$ cat src/rtl/rdo_pkg.sv
package rdo_pkg;
  localparam int unsigned CRATE_W    = 3;
  localparam int unsigned STN_W      = 5;
  localparam int unsigned SUB_W      = 4;
  localparam int unsigned FN_W       = 5;
  localparam int unsigned CMD_W      = CRATE_W + STN_W + SUB_W + FN_W;
  localparam int unsigned LIST_DEPTH = 64;
  localparam int unsigned IDX_W      = $clog2(LIST_DEPTH);
  localparam int unsigned HDR_W      = 8;
  localparam int unsigned TAG_W      = 5;
  localparam int unsigned SEL_BIT    = 7;

  typedef struct packed {
    logic [CRATE_W-1:0] crate;
    logic [STN_W-1:0]   station;
    logic [SUB_W-1:0]   sub;
    logic [FN_W-1:0]    func;
  } cmd_t;

  typedef enum logic {
    SRC_LIST  = 1'b0,
    SRC_FIXED = 1'b1
  } src_e;
endpackage

$ cat src/rtl/rdo_hdr_decode.sv
module rdo_hdr_decode #(
  parameter int unsigned HDR_W   = rdo_pkg::HDR_W,
  parameter int unsigned TAG_W   = rdo_pkg::TAG_W,
  parameter int unsigned SEL_BIT = rdo_pkg::SEL_BIT
) (
  input  logic [HDR_W-1:0] hdr_i,
  output rdo_pkg::src_e    src_o,
  output logic [TAG_W-1:0] tag_o
);
  assign src_o = rdo_pkg::src_e'(hdr_i[SEL_BIT]);
  assign tag_o = hdr_i[TAG_W-1:0];
endmodule

$ cat src/rtl/rdo_cmd_store.sv
module rdo_cmd_store #(
  parameter int unsigned CMD_W      = rdo_pkg::CMD_W,
  parameter int unsigned LIST_DEPTH = rdo_pkg::LIST_DEPTH,
  localparam int unsigned IDX_W     = $clog2(LIST_DEPTH)
) (
  input  logic             clk_i,
  input  logic             rst_ni,
  input  logic             list_we_i,
  input  logic             fix_we_i,
  input  logic [IDX_W-1:0] wr_idx_i,
  input  logic [CMD_W-1:0] wdata_i,
  input  rdo_pkg::src_e    rd_src_i,
  input  logic [IDX_W-1:0] rd_idx_i,
  output logic [CMD_W-1:0] rd_cmd_o
);
  logic [CMD_W-1:0] fixed_q;
  logic [CMD_W-1:0] list_q [LIST_DEPTH];

  always_ff @(posedge clk_i or negedge rst_ni) begin
    if (!rst_ni)       fixed_q <= '0;
    else if (fix_we_i) fixed_q <= wdata_i;
  end

  for (genvar g = 0; g < LIST_DEPTH; g++) begin : g_entry
    always_ff @(posedge clk_i or negedge rst_ni) begin
      if (!rst_ni)                                       list_q[g] <= '0;
      else if (list_we_i && wr_idx_i == IDX_W'(g))       list_q[g] <= wdata_i;
    end
  end

  always_comb begin
    if (rd_src_i == rdo_pkg::SRC_FIXED) rd_cmd_o = fixed_q;
    else                                rd_cmd_o = list_q[rd_idx_i];
  end
endmodule

$ cat src/rtl/rdo_step_ctrl.sv
module rdo_step_ctrl #(
  parameter int unsigned LIST_DEPTH = rdo_pkg::LIST_DEPTH,
  parameter int unsigned TAG_W      = rdo_pkg::TAG_W,
  localparam int unsigned IDX_W     = $clog2(LIST_DEPTH),
  localparam logic [IDX_W-1:0] LAST = IDX_W'(LIST_DEPTH - 1)
) (
  input  logic             clk_i,
  input  logic             rst_ni,
  input  logic             hdr_valid_i,
  input  rdo_pkg::src_e    hdr_src_i,
  input  logic [TAG_W-1:0] hdr_tag_i,
  output logic             hdr_ready_o,
  input  logic             cmd_ready_i,
  output logic             busy_o,
  output rdo_pkg::src_e    src_o,
  output logic [IDX_W-1:0] idx_o,
  output logic [TAG_W-1:0] tag_o,
  output logic             done_o
);
  logic             busy_q, done_q;
  logic [IDX_W-1:0] idx_q;
  logic [TAG_W-1:0] tag_q;
  rdo_pkg::src_e    src_q;
  logic             take_hdr, fire, last;

  assign take_hdr = hdr_valid_i && !busy_q;
  assign fire     = busy_q && cmd_ready_i;
  assign last     = (idx_q == LAST);

  always_ff @(posedge clk_i or negedge rst_ni) begin
    if (!rst_ni) begin
      busy_q <= 1'b0;
      done_q <= 1'b0;
      idx_q  <= '0;
      tag_q  <= '0;
      src_q  <= rdo_pkg::SRC_LIST;
    end else begin
      done_q <= fire && last;
      if (take_hdr) begin
        busy_q <= 1'b1;
        idx_q  <= '0;
        tag_q  <= hdr_tag_i;
        src_q  <= hdr_src_i;
      end else if (fire) begin
        idx_q <= idx_q + 1'b1;
        if (last) busy_q <= 1'b0;
      end
    end
  end

  assign hdr_ready_o = !busy_q;
  assign busy_o      = busy_q;
  assign src_o       = src_q;
  assign idx_o       = idx_q;
  assign tag_o       = tag_q;
  assign done_o      = done_q;
endmodule

$ cat src/rtl/rdo_cmd_seq.sv
module rdo_cmd_seq #(
  parameter int unsigned CMD_W      = rdo_pkg::CMD_W,
  parameter int unsigned LIST_DEPTH = rdo_pkg::LIST_DEPTH,
  parameter int unsigned HDR_W      = rdo_pkg::HDR_W,
  parameter int unsigned TAG_W      = rdo_pkg::TAG_W,
  parameter int unsigned SEL_BIT    = rdo_pkg::SEL_BIT,
  localparam int unsigned IDX_W     = $clog2(LIST_DEPTH)
) (
  input  logic             clk_i,
  input  logic             rst_ni,
  input  logic             host_list_we_i,
  input  logic             host_fix_we_i,
  input  logic [IDX_W-1:0] host_idx_i,
  input  logic [CMD_W-1:0] host_wdata_i,
  input  logic             hdr_valid_i,
  input  logic [HDR_W-1:0] hdr_i,
  output logic             hdr_ready_o,
  output logic             cmd_valid_o,
  input  logic             cmd_ready_i,
  output logic [CMD_W-1:0] cmd_o,
  output logic [IDX_W-1:0] cmd_idx_o,
  output logic [TAG_W-1:0] cmd_tag_o,
  output logic             done_o
);
  rdo_pkg::src_e    dec_src, run_src;
  logic [TAG_W-1:0] dec_tag;
  logic [IDX_W-1:0] run_idx;

  rdo_hdr_decode #(.HDR_W(HDR_W), .TAG_W(TAG_W), .SEL_BIT(SEL_BIT)) u_dec (
    .hdr_i (hdr_i),
    .src_o (dec_src),
    .tag_o (dec_tag)
  );

  rdo_step_ctrl #(.LIST_DEPTH(LIST_DEPTH), .TAG_W(TAG_W)) u_ctrl (
    .clk_i       (clk_i),
    .rst_ni      (rst_ni),
    .hdr_valid_i (hdr_valid_i),
    .hdr_src_i   (dec_src),
    .hdr_tag_i   (dec_tag),
    .hdr_ready_o (hdr_ready_o),
    .cmd_ready_i (cmd_ready_i),
    .busy_o      (cmd_valid_o),
    .src_o       (run_src),
    .idx_o       (run_idx),
    .tag_o       (cmd_tag_o),
    .done_o      (done_o)
  );

  rdo_cmd_store #(.CMD_W(CMD_W), .LIST_DEPTH(LIST_DEPTH)) u_store (
    .clk_i     (clk_i),
    .rst_ni    (rst_ni),
    .list_we_i (host_list_we_i),
    .fix_we_i  (host_fix_we_i),
    .wr_idx_i  (host_idx_i),
    .wdata_i   (host_wdata_i),
    .rd_src_i  (run_src),
    .rd_idx_i  (run_idx),
    .rd_cmd_o  (cmd_o)
  );

  assign cmd_idx_o = run_idx;
endmodule

$ cat config.mk
export PLATFORM = sky130hd
export DESIGN_NAME = rdo_cmd_seq
export DESIGN_NICKNAME = d
export VERILOG_FILES = /design/src/rtl/rdo_pkg.sv /design/src/rtl/rdo_hdr_decode.sv /design/src/rtl/rdo_cmd_store.sv /design/src/rtl/rdo_step_ctrl.sv /design/src/rtl/rdo_cmd_seq.sv
export SDC_FILE = /design/constraint.sdc
export NUM_CORES = 2
export LEC_CHECK = 0
export BUFFER_PORTS_ARGS = -buffer_cell sky130_fd_sc_hd__buf_2
export CAP_MARGIN = 25
export CELL_PAD_IN_SITES_DETAIL_PLACEMENT = 0
export CELL_PAD_IN_SITES_GLOBAL_PLACEMENT = 1
export CORE_AREA = 4 4 402 245
export DETAILED_ROUTE_END_ITERATION = 12
export DIE_AREA = 0 0 406 249
export PLACE_DENSITY_LB_ADDON = 0.1
export SETUP_SLACK_MARGIN = 0.02
export SKIP_CTS_REPAIR_TIMING = 1
export SYNTH_ARGS = -nofsm -noshare
export SYNTH_HDL_FRONTEND = slang
export SYNTH_HIERARCHICAL = 1
export SYNTH_SLANG_ARGS = --single-unit
export TNS_END_PERCENT = 1
$ cat constraint.sdc
create_clock -name clk_i -period 3.5 [get_ports clk_i]
set_clock_uncertainty 0.05 [all_clocks]
set_input_delay 0.525 -clock clk_i [delete_from_list [all_inputs] [get_ports clk_i]]
set_output_delay 0.525 -clock clk_i [all_outputs]
set_load 0.1 [all_outputs]
==> flow_summary_export.csv <==
group,metric,value,unit
status,status,"complete, but fails checks",
status,violations,"setup timing",
sta,max_slew_margin,32.05,%
global_routing,grt_overflow,0,
worst_hold_path,min_path_type,"in -> reg",
sta,whs,0.01250,ns
power,ir_drop,732.2,uV
worst_setup_path,critPathKind,"reg -> out",
worst_setup_path,worst_setup_path_end_kind,"output port",
worst_setup_path,ff2ff_path_depth,6,
routing,drt_iter0_drc,2232,
global_routing,antenna_found_initial,8,
synth,synth_seq_area_share,54.98,%
clock_network,worstSkewPairLatency,0.68,ns
clock_network,cts_sinks,1119,
floorplanning,coreArea,95130,um^2
worst_setup_path,cp_slowest_cell,"mux4_2",
synth,ys_types,50,
clock_network,cts_tree,"done",
synth,synth.net_count,3508,
sta,rsz0062_at_grt,"true",
routing,vias_per_cell,6.162,
power,seqPwrFrac,36.4,%
power,clkPwrFrac,28.3,%
floorplanning,die_x,406,um
floorplanning,chipHeight,249,um
sta,finalSetupViolations,17,
synth,synth_area_per_cell,14.68,um^2
worst_setup_path,start_kind,"flip-flop",
final_layout,final_area,59180,um^2
routing,post_drt_wl_per_cell,28.45,um
power,swShare,32.97,%
worst_setup_path,cp_num_cells,11,
place,dp_hpwl,90.98,mm
place,post_dp_cell_area,54590,um^2
global_routing,grt_start_max_net_pins,125,
synth,synth-edff-count,0,
synth,yosysTopAreaCell,"dfrtp_1",
place,place.gp.congestion,0.8616,
floorplanning,dieArea,101100,um^2
clock_network,clock_path_buffers,3,
worst_setup_path,crit_fanout,14,
synth,syn-cell-area,50930,um^2
clock_network,path_clk_slew,0.06,ns
place,dpl.cell_count,4758,
synth,synth-main-ff-cell,"dfrtp_1",
power,power_density,724.8,nW/um^2
synth,yosysWarnings,6,
clock_network,tritoncts.num_buffers,105,
worst_setup_path,slowest_delay,0.51,ns
worst_setup_path,arrival,3.29,ns
worst_setup_path,path_buf_inv,6,
final_layout,final_cell_mix,"dfrtp_1, mux2_2, buf_4, mux4_2, mux2i_1",
place,place_ws,0.1649,ns
sta,drv_slew,0,
power,p_switching,14.14,mW
routing,dr.pass1.iters,4,
place,port_buffers,65,
final_layout,layout.nets,3681,
global_routing,grt_pass1_wl,212.3,mm
routing,ant_nets,0,
floorplanning,initial_core_util,53.54,%
sta,setup_slack,-0.3621,ns
global_routing,track_usage,28.18,%
global_routing,grt_pass1_vias,32771,
clock_network,cts_root_buf,"clkbuf_16",
floorplanning,num_io_pins,68,
sta,final.setup.tns,-5.351,ns
final_layout,utilization,62.21,%
final_layout,area_growth,16.19,%
final_layout,final_common_cell,"dfrtp_1",
power,pwr-share-comb,35.4,%
sta,final_hold_viol_count,0,
sta,fmax,258.9,MHz
final_layout,fin_cells,4994,
worst_setup_path,crit_chain,"buf_6, buf_16, buf_16, mux4_2, mux2i_1, buf_4, nor2_1, nor3_1, buf_4, o21ai_4, buf_12",
floorplanning,num_rows,88,
synth,yosys-top-cells-area,"dfrtp_1, mux2_2, mux4_2",
final_layout,drive_gt1_share,52.47,%
synth,ys_async_sr_fraction,100.0,%
power,power.internal,28.75,mW
power,power,42.89,mW
worst_hold_path,min_path_cells,3,
synth,synth_cells,3470,
flow_run,maxCapViolations,0,
clock_network,cts_htree_levels,3,
routing,num_vias,30774,
worst_setup_path,required,2.92,ns
sta,post-route-min-period,3.862,ns
synth,synth_top_area_share,54.98,%
sta,min_period_over_period,110.3,%
synth,synth_seq_cells,1119,
power,p_leak,27.48,nW
routing,wirelength,142.1,mm
routing,drc,0,
worst_setup_path,critical-path-top-delay-family,"buffers and inverters",
sta,worstMarginPinSlew,1.019,ns
==> cell families (layout without fill, tap and decap cells) <==
kind of cell	after synthesis	count (layout)	share of synthesized area, %
AO/OA/AOI/OAI	244	244	3.169
multiplexers	1448	1448	35.85
XOR/XNOR	1	1	0.01720
buffers and inverters	322	582	2.668
flip-flops	1119	1119	54.98
other	0	4	0
AND/OR/NAND/NOR	335	335	3.297
adder cells (fa/ha/maj)	1	1	0.02456
==> worst paths after layout <==
kind	start	to	slack, ns
min	hdr_i[1]	u_ctrl/tag_o[1]	0.01
min reg2reg	u_store/list_q[295]	u_store/list_q[295]	0.43
max reg2reg	u_ctrl/idx_o[0]	u_ctrl/idx_o[4]	1.78
max in group asynchronous	rst_ni	u_store/list_q[111]	1.76
max	u_ctrl/idx_o[0]	cmd_o[0]	-0.36
min in group asynchronous	rst_ni	u_store/list_q[659]	0.41
==> layer usage <==
metal	up-vias	part of all wire, %	global-route usage (%)
met5	-	0	0
met4	0	2.6	7.657
met3	197	7.2	7.466
met2	783	44	40.47
met1	16688	47	42.60
li1	13106	-	-
==> Yosys cell counts, types with 3 or more instances <==
cell	count
nor2_1	95
buf_1	9
nor2_2	10
nor3_1	23
a211oi_1	50
nand4bb_1	3
nand2b_1	7
nor4_1	17
mux2_1	32
nor2_4	8
mux2_2	1107
nand4_1	3
o22ai_1	33
or2_1	4
a21oi_1	51
nand3_1	18
buf_4	11
nand2_1	90
dfrtp_1	1119
mux4_2	187
mux2i_1	122
o21ai_0	21
nor2b_1	37
clkbuf_1	213
a22oi_1	84
buf_2	87
==> state kept, by name (all words and copies together), names as in the netlist <==
register         flops
u_ctrl/done_o        1
u_ctrl/busy_o        1
u_store/list_q    1088
u_ctrl/src_o         1
u_store/fixed_q     17
u_ctrl/idx_o         6
u_ctrl/tag_o         5
==> layout make-up <==
class / count / area, um^2
Clock inverter: 39 / 544.3
Timing Repair Buffer: 386 / 3824
Clock buffer: 155 / 3122
Fill cell: 7006 / 35950
Inverter: 2 / 7.507
Multi-Input combinational cell: 2029 / 22090
Tap cell: 1260 / 1577
Sequential cell: 1119 / 28010
Antenna cell: 4 / 10.01
==> power groups by stage <==
stage / sequential, mW / clock, mW / combinational (mW)
after global routing: 15.8 / 12.9 / 15.9
final: 15.6 / 12.1 / 15.2
after floorplan: 15.7 / 0 / 8.40
after global placement: 15.6 / 0 / 13.9
after detailed placement: 15.8 / 0 / 14.2
after CTS: 15.6 / 12.4 / 14.2
==> worst min-delay path: stages <==
cell and delay, ns:
buf_2 0.07, nand2_1 0.05, nand2_1 0.05
No activity file was read; power rests on OpenSTA's default activity.
